==> config.mk <==
export PLATFORM = sky130hd
export DESIGN_NAME = mxbus_top
export DESIGN_NICKNAME = d
export VERILOG_FILES = /design/src/rtl/mxbus_pkg.sv /design/src/rtl/mxbus_seq.sv /design/src/rtl/mxbus_pins.sv /design/src/rtl/mxbus_demux.sv /design/src/rtl/mxbus_top.sv
export SDC_FILE = /design/constraint.sdc
export NUM_CORES = 1
export LEC_CHECK = 0
export ABC_AREA = 1
export BUFFER_PORTS_ARGS = -buffer_cell sky130_fd_sc_hd__buf_2
export CORE_UTILIZATION = 40
export CTS_CLUSTER_SIZE = 28
export DETAILED_ROUTE_END_ITERATION = 10
export PLACE_DENSITY = 0.68
export SETUP_SLACK_MARGIN = 0.4
export SKIP_CTS_REPAIR_TIMING = 1
export SLEW_MARGIN = 5
export SYNTH_ARGS = -nofsm -noshare
export SYNTH_HDL_FRONTEND = slang
export SYNTH_SLANG_ARGS = --single-unit
==> constraint.sdc <==
create_clock -name clk -period 1.3 [get_ports clk]
set_clock_uncertainty 0.15 [all_clocks]
set_input_delay 0.26 -clock clk [delete_from_list [all_inputs] [get_ports clk]]
set_output_delay 0.26 -clock clk [all_outputs]
set_load 0.01 [all_outputs]
==> src/rtl/mxbus_pkg.sv <==
package mxbus_pkg;
   typedef enum logic [2:0] {
      ST_IDLE = 3'd0,
      ST_T1   = 3'd1,
      ST_T2   = 3'd2,
      ST_T3   = 3'd3,
      ST_T4   = 3'd4
   } mx_state_e;
endpackage

==> src/rtl/mxbus_seq.sv <==
module mxbus_seq
   import mxbus_pkg::*;
#(
   parameter int ADDR_W = 16,
   parameter int DATA_W = 8
) (
   input  logic              clk,
   input  logic              rst_n,
   input  logic              req_valid,
   input  logic              req_write,
   input  logic [ADDR_W-1:0] req_addr,
   input  logic [DATA_W-1:0] req_wdata,
   input  logic [DATA_W-1:0] ad_i,
   output logic              req_ready,
   output mx_state_e         state,
   output logic              cur_write,
   output logic [ADDR_W-1:0] cur_addr,
   output logic [DATA_W-1:0] cur_wdata,
   output logic [DATA_W-1:0] rd_data
);
   mx_state_e nxt;
   logic      accept;

   assign req_ready = (state == ST_IDLE) || (state == ST_T4);
   assign accept    = req_valid && req_ready;

   always_comb begin
      unique case (state)
         ST_IDLE: nxt = accept ? ST_T1 : ST_IDLE;
         ST_T1:   nxt = ST_T2;
         ST_T2:   nxt = ST_T3;
         ST_T3:   nxt = ST_T4;
         ST_T4:   nxt = accept ? ST_T1 : ST_IDLE;
         default: nxt = ST_IDLE;
      endcase
   end

   always_ff @(posedge clk) begin
      if (!rst_n) begin
         state     <= ST_IDLE;
         cur_write <= 1'b0;
         cur_addr  <= '0;
         cur_wdata <= '0;
         rd_data   <= '0;
      end else begin
         state <= nxt;
         if (accept) begin
            cur_write <= req_write;
            cur_addr  <= req_addr;
            cur_wdata <= req_wdata;
         end
         if (state == ST_T3 && !cur_write) rd_data <= ad_i;
      end
   end
endmodule

==> src/rtl/mxbus_pins.sv <==
module mxbus_pins
   import mxbus_pkg::*;
#(
   parameter int ADDR_W = 16,
   parameter int DATA_W = 8
) (
   input  mx_state_e         state,
   input  logic              cur_write,
   input  logic [ADDR_W-1:0] cur_addr,
   input  logic [DATA_W-1:0] cur_wdata,
   output logic              ale,
   output logic              rd_n,
   output logic              wr_n,
   output logic              ad_oe,
   output logic [DATA_W-1:0] ad_o,
   output logic [ADDR_W-DATA_W-1:0] a_hi,
   output logic              rsp_valid
);
   logic in_t1, strobe_win, data_win;

   assign in_t1      = (state == ST_T1);
   assign strobe_win = (state == ST_T2) || (state == ST_T3);
   assign data_win   = strobe_win || (state == ST_T4);

   assign ale       = in_t1;
   assign rd_n      = !(strobe_win && !cur_write);
   assign wr_n      = !(strobe_win && cur_write);
   assign ad_oe     = in_t1 || (data_win && cur_write);
   assign ad_o      = in_t1 ? cur_addr[DATA_W-1:0] : cur_wdata;
   assign a_hi      = cur_addr[ADDR_W-1:DATA_W];
   assign rsp_valid = (state == ST_T4) && !cur_write;
endmodule

==> src/rtl/mxbus_demux.sv <==
module mxbus_demux #(
   parameter int  DATA_W      = 8,
   parameter int  HI_W        = 8,
   parameter bit  TRANSPARENT = 1'b1
) (
   input  logic                   clk,
   input  logic                   rst_n,
   input  logic                   ale,
   input  logic [DATA_W-1:0]      bus,
   input  logic [HI_W-1:0]        a_hi,
   output logic [HI_W+DATA_W-1:0] lat_addr
);
   logic [DATA_W-1:0] held;
   logic [DATA_W-1:0] lo;

   always_ff @(posedge clk) begin
      if (!rst_n)   held <= '0;
      else if (ale) held <= bus;
   end

   generate
      if (TRANSPARENT) begin : g_follow
         assign lo = ale ? bus : held;
      end else begin : g_capture
         assign lo = held;
      end
   endgenerate

   assign lat_addr = {a_hi, lo};
endmodule

==> src/rtl/mxbus_top.sv <==
module mxbus_top
   import mxbus_pkg::*;
#(
   parameter int ADDR_W = 16,
   parameter int DATA_W = 8,
   parameter bit LATCH_TRANSPARENT = 1'b1
) (
   input  logic              clk,
   input  logic              rst_n,
   input  logic              req_valid,
   output logic              req_ready,
   input  logic              req_write,
   input  logic [ADDR_W-1:0] req_addr,
   input  logic [DATA_W-1:0] req_wdata,
   output logic              rsp_valid,
   output logic [DATA_W-1:0] rsp_rdata,
   output logic [DATA_W-1:0] ad_o,
   output logic              ad_oe,
   input  logic [DATA_W-1:0] ad_i,
   output logic [ADDR_W-DATA_W-1:0] a_hi,
   output logic              ale,
   output logic              rd_n,
   output logic              wr_n,
   output logic [ADDR_W-1:0] lat_addr
);
   localparam int HI_W = ADDR_W - DATA_W;

   generate
      if (HI_W < 1) begin : g_bad_width
         $error("mxbus_top: ADDR_W must exceed DATA_W");
      end
      if (DATA_W < 1) begin : g_bad_data
         $error("mxbus_top: DATA_W must be positive");
      end
   endgenerate

   mx_state_e         state;
   logic              cur_write;
   logic [ADDR_W-1:0] cur_addr;
   logic [DATA_W-1:0] cur_wdata;
   logic [DATA_W-1:0] pad_view;

   mxbus_seq #(.ADDR_W(ADDR_W), .DATA_W(DATA_W)) u_seq (
      .clk(clk), .rst_n(rst_n),
      .req_valid(req_valid), .req_write(req_write),
      .req_addr(req_addr), .req_wdata(req_wdata),
      .ad_i(ad_i), .req_ready(req_ready), .state(state),
      .cur_write(cur_write), .cur_addr(cur_addr),
      .cur_wdata(cur_wdata), .rd_data(rsp_rdata)
   );

   mxbus_pins #(.ADDR_W(ADDR_W), .DATA_W(DATA_W)) u_pins (
      .state(state), .cur_write(cur_write), .cur_addr(cur_addr),
      .cur_wdata(cur_wdata), .ale(ale), .rd_n(rd_n), .wr_n(wr_n),
      .ad_oe(ad_oe), .ad_o(ad_o), .a_hi(a_hi), .rsp_valid(rsp_valid)
   );

   // value present on the shared lines as an external device sees them
   assign pad_view = ad_oe ? ad_o : ad_i;

   mxbus_demux #(.DATA_W(DATA_W), .HI_W(HI_W),
                 .TRANSPARENT(LATCH_TRANSPARENT)) u_demux (
      .clk(clk), .rst_n(rst_n), .ale(ale), .bus(pad_view),
      .a_hi(a_hi), .lat_addr(lat_addr)
   );
endmodule

== Word-level counts from Yosys, hierarchy flattened ==
Cells that the tools add are included.
Word-level totals
  word-level logic and storage cells: 30
  bits of input ports: 36
  output and inout bits: 46
  register bits: 44
Operators by class
  equal/unequal tests: 4
  reduce and logical (&&, ||, !) cells: 15
  mux-type cells: 5
Operator list (count)
  $mux 8: 3
  $pmux 3 s4: 1
  $eq 3x2->1 const B: 2
  $logic_and 1x1->1: 6
  $logic_or 1x1->1: 4
  $eq 3x1->1 const B: 1
  $eq 3x3->1 const B: 1
  $logic_not 1->1: 3
  $logic_not 3->1: 1
  $reduce_or 2->1: 1
  $mux 1: 1

== Logic depth before layout (Yosys ltp) ==
  depth in word-level cells: 7
  depth in mapped cells: 7
  depth with buffers taken out: 6

== Modules after synthesis ==
Synthesis repeated with hierarchy kept, for this count alone.
Second synthesis, totals
  cells, all modules: 351
  area, all modules: 2289.7 um^2
By module, submodules not included
  mxbus_seq: area an instance 1501.4 um^2, times used 1, cells an instance 206, seq. area each 720.7 um^2
  mxbus_demux: area an instance 454.2 um^2, times used 1, cells an instance 75, seq. area each 160.2 um^2
  mxbus_pins: area an instance 229.0 um^2, times used 1, cells an instance 44, seq. area each 0.0 um^2
  mxbus_top: area an instance 105.1 um^2, times used 1, cells an instance 26, seq. area each 0.0 um^2

== Least setup slack after synthesis ==
No wires, ideal clock.
  path type: reg-to-output
  start point: reg u_seq.state[2]
  end point: out lat_addr[4]
  buffers on the path: 1
  setup slack: -118 ps
  data required time: 890 ps
  stages on the path, launching flop included: 8
  arrival time: 1008 ps
  path through: dfxtp_1 -> inv_2 -> nand2_1 -> nor2_4 -> buf_6 -> nand2_1 -> nand2_1 -> inv_1
On the way
  elaborated cells between the ends (all ways): 11
  those cells by class: eq/ne (4); mux (3); reduce/logical (4)
RTL lines
  from (decl): line mxbus_seq.sv:15  | output mx_state_e state,
  from (signal assigned): line mxbus_seq.sv:46  | state <= nxt;
  $eq 3x1->1 (*): line mxbus_pins.sv:21  | assign in_t1 = (state == ST_T1);
  net ale: line mxbus_top.sv:21  | output logic ale,
  $mux 8 or $logic_or 1x1->1 (tied branches): line mxbus_pins.sv:29, mxbus_pins.sv:28
  $mux 8: line mxbus_top.sv:59  | assign pad_view = ad_oe ? ad_o : ad_i;
  $mux 8 (*): line mxbus_demux.sv:23  | assign lo = ale ? bus : held;
  to (decl): line mxbus_top.sv:24  | output logic [ADDR_W-1:0] lat_addr
Mark *: on every way through the listed nets, which the timed path passes. The rest lies on a longest branch.

== Worst setup path after layout ==
  start point: reg u_seq.state[2]
  end point: out rsp_valid
On the way
  word-level cells in the longest chain between the ends: 2
Ends and longest elaborated chain
  $eq 3x3->1: line mxbus_pins.sv:31  | assign rsp_valid = (state == ST_T4) && !cur_write;
  $logic_and 1x1->1: line mxbus_pins.sv:31
  to (decl): line mxbus_top.sv:15  | output logic rsp_valid,
No other way between the ends.

==> impl_metrics.tcl <==
set metrics [dict create \
    p_sw_frac 0.3274 \
    grt_pass1_wl_um 7003 \
    syn_area_um2 2017 \
    grt_setup_unrepaired "true" \
    outcome "finished, violations left" \
    stdcell_count 447 \
    wl_per_cell_um 11.78 \
    layout.nets 415 \
    final_cell_area_um2 3284 \
    avgSynthCellArea_um2 6.955 \
    cts_buffer_depth 2 \
    area_growth_pct 62.84 \
    postLayoutCoreUtil 0.6863 \
    firstDrtPassIters 4 \
    synthMuxAreaShare 0 \
    ys_top_cells_by_area "dfxtp_1 (44%), nor2_1 (12%), nand2_1 (11%), inv_1 (6.3%), o21ai_0 (6.2%)" \
    yosys.area_share.adder 0 \
    grt_overflow 0 \
    period_minus_slack_ns 1.796 \
    place.gp.congestion 0.9023 \
    numPortBuffers 81 \
    synth_cell_types 19 \
    yosysWarnings 0 \
    final_cell_mix "nor2_1 (65), buf_2 (45), buf_6 (45)" \
    fin_ws_ns -0.4961 \
    antenna_found_initial 0 \
    violations "setup timing" \
    cts_made_buffers 5 \
    synthCells 290 \
    vias_per_cell 4.506 \
    hpwl_um 3193 \
    die_area_um2 5330 \
    worstHoldPathType "primary input to flip-flop" \
    cp_max_fo 4 \
    synth_compound_area_frac 0.08685 \
    vias 2014 \
    insertion_delay_ns 0.30 \
    die_h_um 73.01 \
    synth_nets 326 \
    clk_pin_slew_worst_paths_ns 0.09 \
    dr.first_iter.drc_count 97 \
    worst_ep_arrival_time_ns 1.39 \
    critPathKind "flip-flop to output port" \
    cts_tree "built" \
    n_antenna_cell 0 \
    combPwrFrac 0.354 \
    required_ns 0.89 \
    yosysTopAreaCell "dfxtp_1" \
    placed_cell_area_um2 2544 \
    p_int_mw 2.553 \
    antenna_left 0 \
    max-slew-margin-rel 0.7175 \
    ioPinCount 82 \
    rows 25 \
    synthXorXnorAreaFrac 0 \
    setup_viol 56 \
    drive_above_1_share 0.5474 \
    max_freq_mhz 556.8 \
    ir_drop_mv 0.7595 \
    startpoint_type "flip-flop" \
    drc 0 \
    switchingPower_mw 1.243 \
    p_clk_frac 0.226 \
    cp-end-kind "output port" \
    seq_power_share 0.420 \
    initial_core_util 0.4214 \
    core-area_um2 4786 \
    ys_seq_area_frac 0.4367 \
    cts-root-buf "clkbuf_8" \
    layout_commonest_cell "nor2_1" \
    synthDominantCellAreaShare 0.4367 \
    grt_pass1_vias 1643 \
    grt_max_degree 26 \
    htree_levels 2 \
    track_usage 0.1728 \
    power_density_nw_per_um2 1156 \
    yosys.area_share.simple 0.2959 \
    slew_violations 0 \
    finalCritPeriodShare 1.382 \
    ys_ff_latch 44 \
    synth_top_family_by_area "simple AND/OR/NAND/NOR gates" \
    wirelength_um 5264 \
    worst_hold_slack_ns 0.03158 \
    r2r_setup_slack_ns -0.25 \
    worstMarginPinSlew_ns 0.4233 \
    chipWidth_um 73.01 \
    clkSinkCount 44 \
    cap_violations 0 \
    dp.cells 430 \
    hold_viol_final 0 \
    power_leakage_nw 1.601 \
]
layout make-up:
cell class | count | area (µm²)
Fill cell | 405 | 1501
Clock inverter | 3 | 18.77
Inverter | 37 | 158.9
Clock buffer | 5 | 68.82
Sequential cell | 44 | 918.4
Timing Repair Buffer | 111 | 1005
Tap cell | 67 | 83.83
Multi-Input combinational cell | 180 | 1031
worst max-delay path, stage by stage, from the launching register on:
cell	delay, ns
dfxtp_4	0.37
inv_4	0.04
buf_4	0.13
buf_6	0.13
nor4_4	0.24
buf_2	0.17
power by group through the flow:
stage          registers [mW]  logic, mW  clock network, mW
2_1_floorplan            1.58      0.675                  0
3_3_place_gp             1.59      0.955                  0
3_5_place_dp             1.59      0.966                  0
4_1_cts                  1.56      0.968              0.882
5_1_grt                  1.61       1.47              0.938
6_report                 1.59       1.34              0.860
flip-flops by register name, indices dropped and copies added (netlist names):
register / cells
u_seq.state: 3
u_seq.cur_write: 1
u_seq.rd_data: 8
u_seq.cur_addr: 16
u_seq.cur_wdata: 8
u_demux.held: 8
metal layers:
metal	share of wire	GRT usage	vias up
met5	0	0	-
li1	-	-	1044
met1	0.42	0.2108	901
met3	0.043	0.04834	9
met2	0.52	0.2840	60
met4	0.016	0.07407	0
final timing paths:
kind	cells past startpoint	end	start
max	5	rsp_valid	u_seq.state[2]$_SDFF_PN0_
min reg2reg	2	u_seq.cur_wdata[6]$_SDFFE_PN0P_	u_seq.cur_wdata[6]$_SDFFE_PN0P_
min	3	u_seq.cur_addr[7]$_SDFFE_PN0P_	req_addr[7]
max reg2reg	10	u_seq.rd_data[4]$_SDFFE_PN0P_	u_seq.state[0]$_SDFF_PN0_
stage by stage:
stage | setup WS (ns) | power [mW] | TNS (ns)
2_1_floorplan | -0.07984 | 2.256 | -0.3384
6_report | -0.4961 | 3.797 | -16.30
3_5_place_dp | -0.1324 | 2.559 | -5.581
5_1_grt | -0.5437 | 4.018 | -19.56
4_1_cts | -0.4679 | 3.412 | -12.95
3_3_place_gp | -0.1367 | 2.541 | -4.844
cell families after synthesis:
kind of cell	count (synthesis)
AO/OA/AOI/OAI	35
AND/OR/NAND/NOR	145
flip-flops	44
buffers and inverters	66
Yosys cell counts (all sizes together):
cell,count
nand3,13
nor3,1
inv,35
nor4,1
clkbuf,6
buf,23
o21ai,25
a21oi,10
nand2,60
dfxtp,44
clkinv,2
nor2,70
(Power assumes the default switching activity.)
